## src/rtl/i2c_mem2b_pkg.sv

```systemverilog
package i2c_mem2b_pkg;
  localparam int unsigned PTR_W = 16;
  localparam logic [3:0] DEV_TYPE = 4'b1010;

  typedef enum logic [2:0] {
    PH_IDLE,
    PH_DEV,
    PH_AHI,
    PH_ALO,
    PH_WR,
    PH_RD
  } phase_e;
endpackage

```

## src/rtl/i2c_bus_sense.sv

```systemverilog
module i2c_bus_sense #(
  parameter int unsigned SYNC_STAGES = 2
) (
  input  logic clk,
  input  logic rst_n,
  input  logic scl_i,
  input  logic sda_i,
  output logic scl_lvl,
  output logic sda_lvl,
  output logic scl_rise,
  output logic scl_fall,
  output logic bus_start,
  output logic bus_stop
);
  localparam int unsigned LAST = SYNC_STAGES - 1;

  logic [SYNC_STAGES-1:0] scl_sh, sda_sh;
  logic                   scl_d, sda_d;

  // bus lines idle high, so registers reset to 1
  always_ff @(posedge clk or negedge rst_n) begin
    if (!rst_n) begin
      scl_sh <= '1;
      sda_sh <= '1;
      scl_d  <= 1'b1;
      sda_d  <= 1'b1;
    end else begin
      scl_sh <= {scl_sh[SYNC_STAGES-2:0], scl_i};
      sda_sh <= {sda_sh[SYNC_STAGES-2:0], sda_i};
      scl_d  <= scl_sh[LAST];
      sda_d  <= sda_sh[LAST];
    end
  end

  assign scl_lvl   = scl_sh[LAST];
  assign sda_lvl   = sda_sh[LAST];
  assign scl_rise  = scl_lvl & ~scl_d;
  assign scl_fall  = ~scl_lvl & scl_d;
  assign bus_start = scl_lvl & scl_d & sda_d & ~sda_lvl;
  assign bus_stop  = scl_lvl & scl_d & ~sda_d & sda_lvl;
endmodule

```

## src/rtl/i2c_mem2b_store.sv

```systemverilog
module i2c_mem2b_store #(
  parameter int unsigned DEPTH = 64
) (
  input  logic                     clk,
  input  logic                     we,
  input  logic [$clog2(DEPTH)-1:0] addr,
  input  logic [7:0]               wdata,
  output logic [7:0]               rdata
);
  logic [7:0] cells [DEPTH];

  always_ff @(posedge clk) begin
    if (we) cells[addr] <= wdata;
  end

  assign rdata = cells[addr];
endmodule

```

## src/rtl/i2c_mem2b_engine.sv

```systemverilog
module i2c_mem2b_engine
  import i2c_mem2b_pkg::*;
(
  input  logic             clk,
  input  logic             rst_n,
  input  logic             sda_lvl,
  input  logic             scl_rise,
  input  logic             scl_fall,
  input  logic             bus_start,
  input  logic             bus_stop,
  input  logic [2:0]       chip_sel_i,
  input  logic [7:0]       rd_data,
  output phase_e           phase,
  output logic [3:0]       bit_cnt,
  output logic [PTR_W-1:0] ptr,
  output logic             wr_en,
  output logic [7:0]       wr_data,
  output logic             sda_pull
);
  localparam logic [3:0] CNT_BYTE = 4'd8;
  localparam logic [3:0] CNT_ACK  = 4'd9;

  phase_e           phase_q, phase_d;
  logic [3:0]       cnt_q, cnt_d;
  logic [7:0]       shr_q, shr_d;
  logic [PTR_W-1:0] ptr_q, ptr_d;
  logic             pull_q, pull_d;
  logic             rw_q, rw_d;
  logic             mack_q, mack_d;
  logic             dev_hit;
  logic             do_load;

  always_comb begin
    phase_d = phase_q;
    cnt_d   = cnt_q;
    shr_d   = shr_q;
    ptr_d   = ptr_q;
    pull_d  = pull_q;
    rw_d    = rw_q;
    mack_d  = mack_q;
    wr_en   = 1'b0;
    do_load = 1'b0;
    dev_hit = (shr_q[7:4] == DEV_TYPE) && (shr_q[3:1] == chip_sel_i);

    if (bus_start) begin
      phase_d = PH_DEV;
      cnt_d   = '0;
      pull_d  = 1'b0;
    end else if (bus_stop) begin
      phase_d = PH_IDLE;
      cnt_d   = '0;
      pull_d  = 1'b0;
    end else if (phase_q != PH_IDLE) begin
      if (scl_rise) begin
        if (cnt_q < CNT_BYTE) begin
          cnt_d = cnt_q + 4'd1;
          if (phase_q != PH_RD) shr_d = {shr_q[6:0], sda_lvl};
        end else if (cnt_q == CNT_BYTE) begin
          cnt_d  = CNT_ACK;
          mack_d = ~sda_lvl;
        end
      end else if (scl_fall) begin
        if (cnt_q == CNT_BYTE) begin
          unique case (phase_q)
            PH_DEV: begin
              if (dev_hit) begin
                pull_d = 1'b1;
                rw_d   = shr_q[0];
              end else begin
                phase_d = PH_IDLE;
                cnt_d   = '0;
              end
            end
            PH_AHI: begin
              pull_d = 1'b1;
              ptr_d  = {shr_q, ptr_q[7:0]};
            end
            PH_ALO: begin
              pull_d = 1'b1;
              ptr_d  = {ptr_q[PTR_W-1:8], shr_q};
            end
            PH_WR: begin
              pull_d = 1'b1;
              wr_en  = 1'b1;
              ptr_d  = ptr_q + 1'b1;
            end
            PH_RD:   pull_d = 1'b0;
            default: ;
          endcase
        end else if (cnt_q == CNT_ACK) begin
          cnt_d  = '0;
          pull_d = 1'b0;
          unique case (phase_q)
            PH_DEV: begin
              if (rw_q) do_load = 1'b1;
              else      phase_d = PH_AHI;
            end
            PH_AHI: phase_d = PH_ALO;
            PH_ALO: phase_d = PH_WR;
            PH_RD: begin
              if (mack_q) do_load = 1'b1;
              else        phase_d = PH_IDLE;
            end
            default: ;
          endcase
          if (do_load) begin
            phase_d = PH_RD;
            shr_d   = rd_data;
            ptr_d   = ptr_q + 1'b1;
            pull_d  = ~rd_data[7];
          end
        end else if (phase_q == PH_RD && cnt_q != '0) begin
          shr_d  = {shr_q[6:0], 1'b0};
          pull_d = ~shr_q[6];
        end
      end
    end
  end

  always_ff @(posedge clk or negedge rst_n) begin
    if (!rst_n) begin
      phase_q <= PH_IDLE;
      cnt_q   <= '0;
      shr_q   <= '0;
      ptr_q   <= '0;
      pull_q  <= 1'b0;
      rw_q    <= 1'b0;
      mack_q  <= 1'b0;
    end else begin
      phase_q <= phase_d;
      cnt_q   <= cnt_d;
      shr_q   <= shr_d;
      ptr_q   <= ptr_d;
      pull_q  <= pull_d;
      rw_q    <= rw_d;
      mack_q  <= mack_d;
    end
  end

  assign phase    = phase_q;
  assign bit_cnt  = cnt_q;
  assign ptr      = ptr_q;
  assign wr_data  = shr_q;
  assign sda_pull = pull_q;
endmodule

```

## src/rtl/i2c_mem2b_slave.sv

```systemverilog
module i2c_mem2b_slave
  import i2c_mem2b_pkg::*;
#(
  parameter int unsigned MEM_DEPTH   = 64,
  parameter int unsigned SYNC_STAGES = 2
) (
  input  logic       clk,
  input  logic       rst_n,
  input  logic       scl_i,
  input  logic       sda_i,
  input  logic [2:0] chip_sel_i,
  output logic       sda_pull_o
);
  localparam int unsigned MEM_AW = $clog2(MEM_DEPTH);

  logic [1:0]       rst_pipe;
  logic             rst_sn;
  logic             scl_lvl, sda_lvl, scl_rise, scl_fall, bus_start, bus_stop;
  phase_e           phase;
  logic [3:0]       bit_cnt;
  logic [PTR_W-1:0] ptr;
  logic             wr_en;
  logic [7:0]       wr_data, rd_data;

  // asynchronous assertion, synchronous release
  always_ff @(posedge clk or negedge rst_n) begin
    if (!rst_n) rst_pipe <= 2'b00;
    else        rst_pipe <= {rst_pipe[0], 1'b1};
  end
  assign rst_sn = rst_pipe[1];

  i2c_bus_sense #(.SYNC_STAGES(SYNC_STAGES)) u_sense (
    .clk      (clk),
    .rst_n    (rst_sn),
    .scl_i    (scl_i),
    .sda_i    (sda_i),
    .scl_lvl  (scl_lvl),
    .sda_lvl  (sda_lvl),
    .scl_rise (scl_rise),
    .scl_fall (scl_fall),
    .bus_start(bus_start),
    .bus_stop (bus_stop)
  );

  i2c_mem2b_engine u_engine (
    .clk       (clk),
    .rst_n     (rst_sn),
    .sda_lvl   (sda_lvl),
    .scl_rise  (scl_rise),
    .scl_fall  (scl_fall),
    .bus_start (bus_start),
    .bus_stop  (bus_stop),
    .chip_sel_i(chip_sel_i),
    .rd_data   (rd_data),
    .phase     (phase),
    .bit_cnt   (bit_cnt),
    .ptr       (ptr),
    .wr_en     (wr_en),
    .wr_data   (wr_data),
    .sda_pull  (sda_pull_o)
  );

  i2c_mem2b_store #(.DEPTH(MEM_DEPTH)) u_store (
    .clk  (clk),
    .we   (wr_en),
    .addr (ptr[MEM_AW-1:0]),
    .wdata(wr_data),
    .rdata(rd_data)
  );
endmodule

```

## config.mk

```make
export PLATFORM = sky130hd
export DESIGN_NAME = i2c_mem2b_slave
export DESIGN_NICKNAME = d
export VERILOG_FILES = /design/src/rtl/i2c_mem2b_pkg.sv /design/src/rtl/i2c_bus_sense.sv /design/src/rtl/i2c_mem2b_store.sv /design/src/rtl/i2c_mem2b_engine.sv /design/src/rtl/i2c_mem2b_slave.sv
export SDC_FILE = /design/constraint.sdc
export NUM_CORES = 1
export LEC_CHECK = 0
export ABC_CLOCK_PERIOD_IN_PS = 2900
export BUFFER_PORTS_ARGS = -buffer_cell sky130_fd_sc_hd__buf_4
export CAP_MARGIN = 20
export CORE_UTILIZATION = 45
export CTS_BUF_LIST = sky130_fd_sc_hd__clkbuf_16
export DETAILED_ROUTE_END_ITERATION = 8
export PLACE_DENSITY_LB_ADDON = 0.25
export SETUP_SLACK_MARGIN = 0.2
export SYNTH_ARGS = -nofsm -noshare
export SYNTH_HDL_FRONTEND = slang
export SYNTH_SLANG_ARGS = --single-unit
export TNS_END_PERCENT = 1
```

## constraint.sdc

```tcl
create_clock -name clk -period 2.9 [get_ports clk]
set_clock_uncertainty 0.15 [all_clocks]
set_input_delay 0.87 -clock clk [delete_from_list [all_inputs] [get_ports clk]]
set_output_delay 0.87 -clock clk [all_outputs]
set_load 0.01 [all_outputs]
```

==> Implementation_results.wiki <==
{| class="wikitable"
! Metric !! Value
|-
| Number of levels in the clock H-tree || 2
|-
| Register area share after synthesis || 73.3%
|-
| Number of clock buffers inserted by TritonCTS || 55
|-
| Clk root buf || clkbuf_16
|-
| Commonest non-fill, non-tap cells in the layout || edfxtp_1 (512), buf_4 (223), nor2_1 (101)
|-
| Vias per inst || 6.17
|-
| Clock sinks || between 500 and 600
|-
| Total power divided by cell area || ~670 mW/mm^2
|-
| Highest achievable clock rate || around 370 MHz
|-
| Part of the power in registers || ~55%
|-
| HP Class || reg -> async
|-
| Post-Syn Area per Cell || around 17 um^2
|-
| Number of iterations in the first detailed-routing pass || 5
|-
| Nets || 1555
|-
| Row count || 80
|-
| Total Die Area || between 0.04 and 0.05 mm^2
|-
| Die outline height || between 200 and 250 um
|-
| Overall track demand over capacity in global routing || between 20% and 30%
|-
| Number of vias after detailed routing || approximately 14000
|-
| Cell chain of the critical path || buf_4 -> buf_16 -> inv_2 -> buf_4 -> a221o_1 -> a222oi_1 -> o2111ai_1 -> nor4_2 -> o31ai_1
|-
| Startpoint kind of the worst setup timing path || flop
|-
| Slowest cell delay on critical path || approximately 430 ps
|-
| Post-Synthesis Net Count || roughly 1300
|-
| Count of max-cap constraint violations || 0
|-
| Instance count of the mapped netlist || around 1300
|-
| Drt initial violations || 1676
|-
| P_int || ~13 mW
|-
| Worst setup path start || u_engine.ptr[0]
|-
| Share of total power consumed by net switching || about a quarter
|-
| Outcome || finished clean
|-
| Wirelength, routed || 62600 um
|-
| Met1 demand-to-capacity share in global routing || a little over a third
|-
| Most crowded layer after global routing || met2
|-
| Maximum number of pins on one net before global-route repair || 68
|-
| Net Sw Power || between 4 and 5 mW
|-
| Final weighted congestion in routability-driven placement || ~0.9
|-
| Leakage power || slightly above 9 nW
|-
| Unrepaired setup endpoints after global routing || yes
|-
| Critical-path cell with the highest stage delay || dfrtp_4
|-
| Antenna violations before repair || 0
|-
| Synth-to-layout area growth || 19.1%
|-
| Initial cell density of the core || 46.0%
|-
| Placeable Area || 0.0480 mm^2
|-
| Cell Area, Synth || about 0.022 mm^2
|-
| Tcrit/Tclk final || 94.4%
|-
| Synth unique cells || 81
|-
| Count of nets left with antenna violations after detail routing || 0
|-
| Setup Crit Path Kind || reg -> reg
|-
| Crit-path leading delay family || compound AO/OA/AOI/OAI gates
|-
| Wire length of the first global-routing pass || ~90000 um
|-
| Routed wire length per instance || roughly 28 um
|-
| Buffers plus inverters on the worst setup path || 4
|-
| Async S/R FF share, synth || 5.88%
|-
| Final std cells w/o fill || 2200
|-
| Most frequent standard cell in the layout excluding fill and tap cells || edfxtp_1
|-
| Met2 Use GR || between 30% and 40%
|-
| DRC errors left || 0
|-
| Via count of the first global-routing pass || between 10000 and 15000
|-
| Routing usage on met3 || a little over 4%
|-
| Placed Instances || between 2000 and 2500
|-
| Data arrival, critical path || around 3000 ps
|-
| Worst rel slew slack || about 40%
|-
| Clock latency of the later-clocked register in the worst-skew pair || between 600 and 700 ps
|-
| Count of input and output buffers || 7
|-
| X dimension of the die || ~220 um
|-
| Final-layout setup total negative slack || 0 ps
|-
| Worst VDD drop || between 0.0006 and 0.0007 V
|-
| TritonCTS clock tree || done
|-
| Final period demand of the worst path || between 2000 and 3000 ps
|-
| Clock buffer depth || 3
|-
| GR Overflow Total || 0
|-
| Power share of the combinational group || under 10%
|-
| Worst setup EP type || flop
|-
| Synthesis warning total || 0
|-
| I/O Pins || 8
|-
| Number of enable-type register cells in the synthesized netlist || 512
|-
| Most common cell on crit path || buf_4
|-
| Final number of hold-violating endpoints || 0
|-
| Tightest Pin Transition || between 900 and 1000 ps
|-
| Number of antenna cells inserted || 0
|-
| Layout cell share with drive strength beyond 1 || roughly 28%
|-
| Number of synthesized register bits || around 540
|-
| Primary flip-flop cell chosen by synthesis mapping || edfxtp_1
|-
| Maximum fanout along the worst path || 10
|-
| Data required, critical path || ~3200 ps
|-
| # setup viols final || 0
|-
| HPWL Detailed || 39800 um
|-
| Number of max-slew violations in the final report || 0
|-
| Clock power share || roughly 37%
|-
| Clock transition time at the flip-flop clock pins of the worst setup and hold paths || approximately 60 ps
|-
| Reg2Reg Launch Point || u_engine.ptr[0]
|}
==> area by class of cell <==
type,instances,area (um^2)
inverter,10,38.8
timing repair buffer,247,2160
clock buffer,56,1400
multi-input combinational,683,5470
sequential,544,16200
tap,615,769
clock inverter,45,262
fill,3834,21700
==> through the flow <==
| step | hold WS [ps] | setup slack (ps) | power, mW | utilization [%] | cell area (um^2) |
|---|---|---|---|---|---|
| after detailed placement | 152 | -142 | 11.3 | 50.2 | 24100 |
| final | 131 | 163 | 17.7 | 54.7 | 26300 |
| after global routing | 194 | 106 | 18.2 | 54.7 | 26300 |
| after CTS | 159 | 160 | 17.8 | 54.3 | 26100 |
| after floorplan | 181 | 335 | 10.6 | - | 22100 |
| after global placement | 142 | -178 | 11.3 | 50.2 | 24100 |
==> cells in the mapped netlist, types with 6 or more instances <==
cell type | instances | area share, %
buf_4 | 7 | 0.24
or2_2 | 6 | 0.17
dfrtp_1 | 26 | 2.9
buf_2 | 37 | 0.84
dfstp_2 | 6 | 0.71
mux2_2 | 26 | 1.3
a221o_1 | 7 | 0.32
and3_1 | 7 | 0.20
nor2_1 | 105 | 1.8
nand3_1 | 13 | 0.29
a22oi_1 | 47 | 1.6
nor3b_1 | 7 | 0.24
o22ai_1 | 24 | 0.68
inv_1 | 8 | 0.14
a211oi_1 | 7 | 0.24
a22o_1 | 7 | 0.28
nand2_1 | 43 | 0.73
mux4_2 | 38 | 3.9
edfxtp_1 | 512 | 70
a21oi_1 | 34 | 0.77
nor2b_1 | 17 | 0.48
mux2i_1 | 75 | 3.4
nor3_1 | 15 | 0.34
a31oi_1 | 8 | 0.23
o21ai_0 | 30 | 0.68
a221oi_1 | 46 | 1.8
buf_6 | 9 | 0.46
or3_1 | 7 | 0.20
ha_1 | 7 | 0.40
clkbuf_1 | 26 | 0.44
nand2b_1 | 10 | 0.28
==> kinds of logic (layout without fill, tap and decap cells) <==
group           count (synthesis)  in the layout  share of synthesized area (%)
fa+ha+maj                       7              7                          0.396
buf+inv                        94            358                           2.36
mux                           146            146                           9.21
other cells                     1              1                         0.0170
flops                         544            544                           73.3
compound gates                265            265                           8.85
xor+xnor                        4              4                          0.159
simple gates                  260            260                           5.75
==> flip-flops by register name, summed over array words and instances (netlist names), 2 cells and up <==
name and cells:
u_engine.ptr 6, rst_pipe 2, u_engine.phase 3, u_sense.sda_sh 2
u_engine.wr_data 8, u_engine.bit_cnt 4, u_store.cells 512, u_sense.scl_sh 2
==> final timing paths <==
| kind | end | cells past startpoint | slack (ps) |
|---|---|---|---|
| max | u_engine.wr_data[6] | 9 | 160 |
| min | u_engine.phase[1] | 0 | 130 |
| max reg2reg | u_engine.wr_data[6] | 9 | 160 |
| min reg2reg | u_engine.phase[1] | 0 | 130 |
| max in group asynchronous | u_engine.ptr[1] | 1 | 1770 |
| min in group clk | u_sense.scl_sh[1] | 0 | 200 |
==> power by group through the flow <==
stage	Combinational [mW]	Clock (mW)	Sequential, mW
after floorplan	0.304	0	10.3
after global placement	1.41	0	9.85
after detailed placement	1.48	0	9.86
after CTS	1.47	6.68	9.69
after global routing	1.57	6.96	9.71
final	1.48	6.56	9.70
==> metal layers <==
metal / vias up / share of wire, %
li1: 5768 / -
met1: 6926 / 41
met2: 759 / 47
met3: 117 / 9.6
met4: 0 / 3.3
met5: - / 0
==> timing repair <==
item,4_1_cts,5_1_grt
hold endpoints to repair,2,0
resized for setup,11,13
hold buffers,1,0
buffers inserted,15,14
cloned,2,2
pin swaps,5,12
endpoints found under the setup margin,17,423
Power figures use the tool's default switching activity.
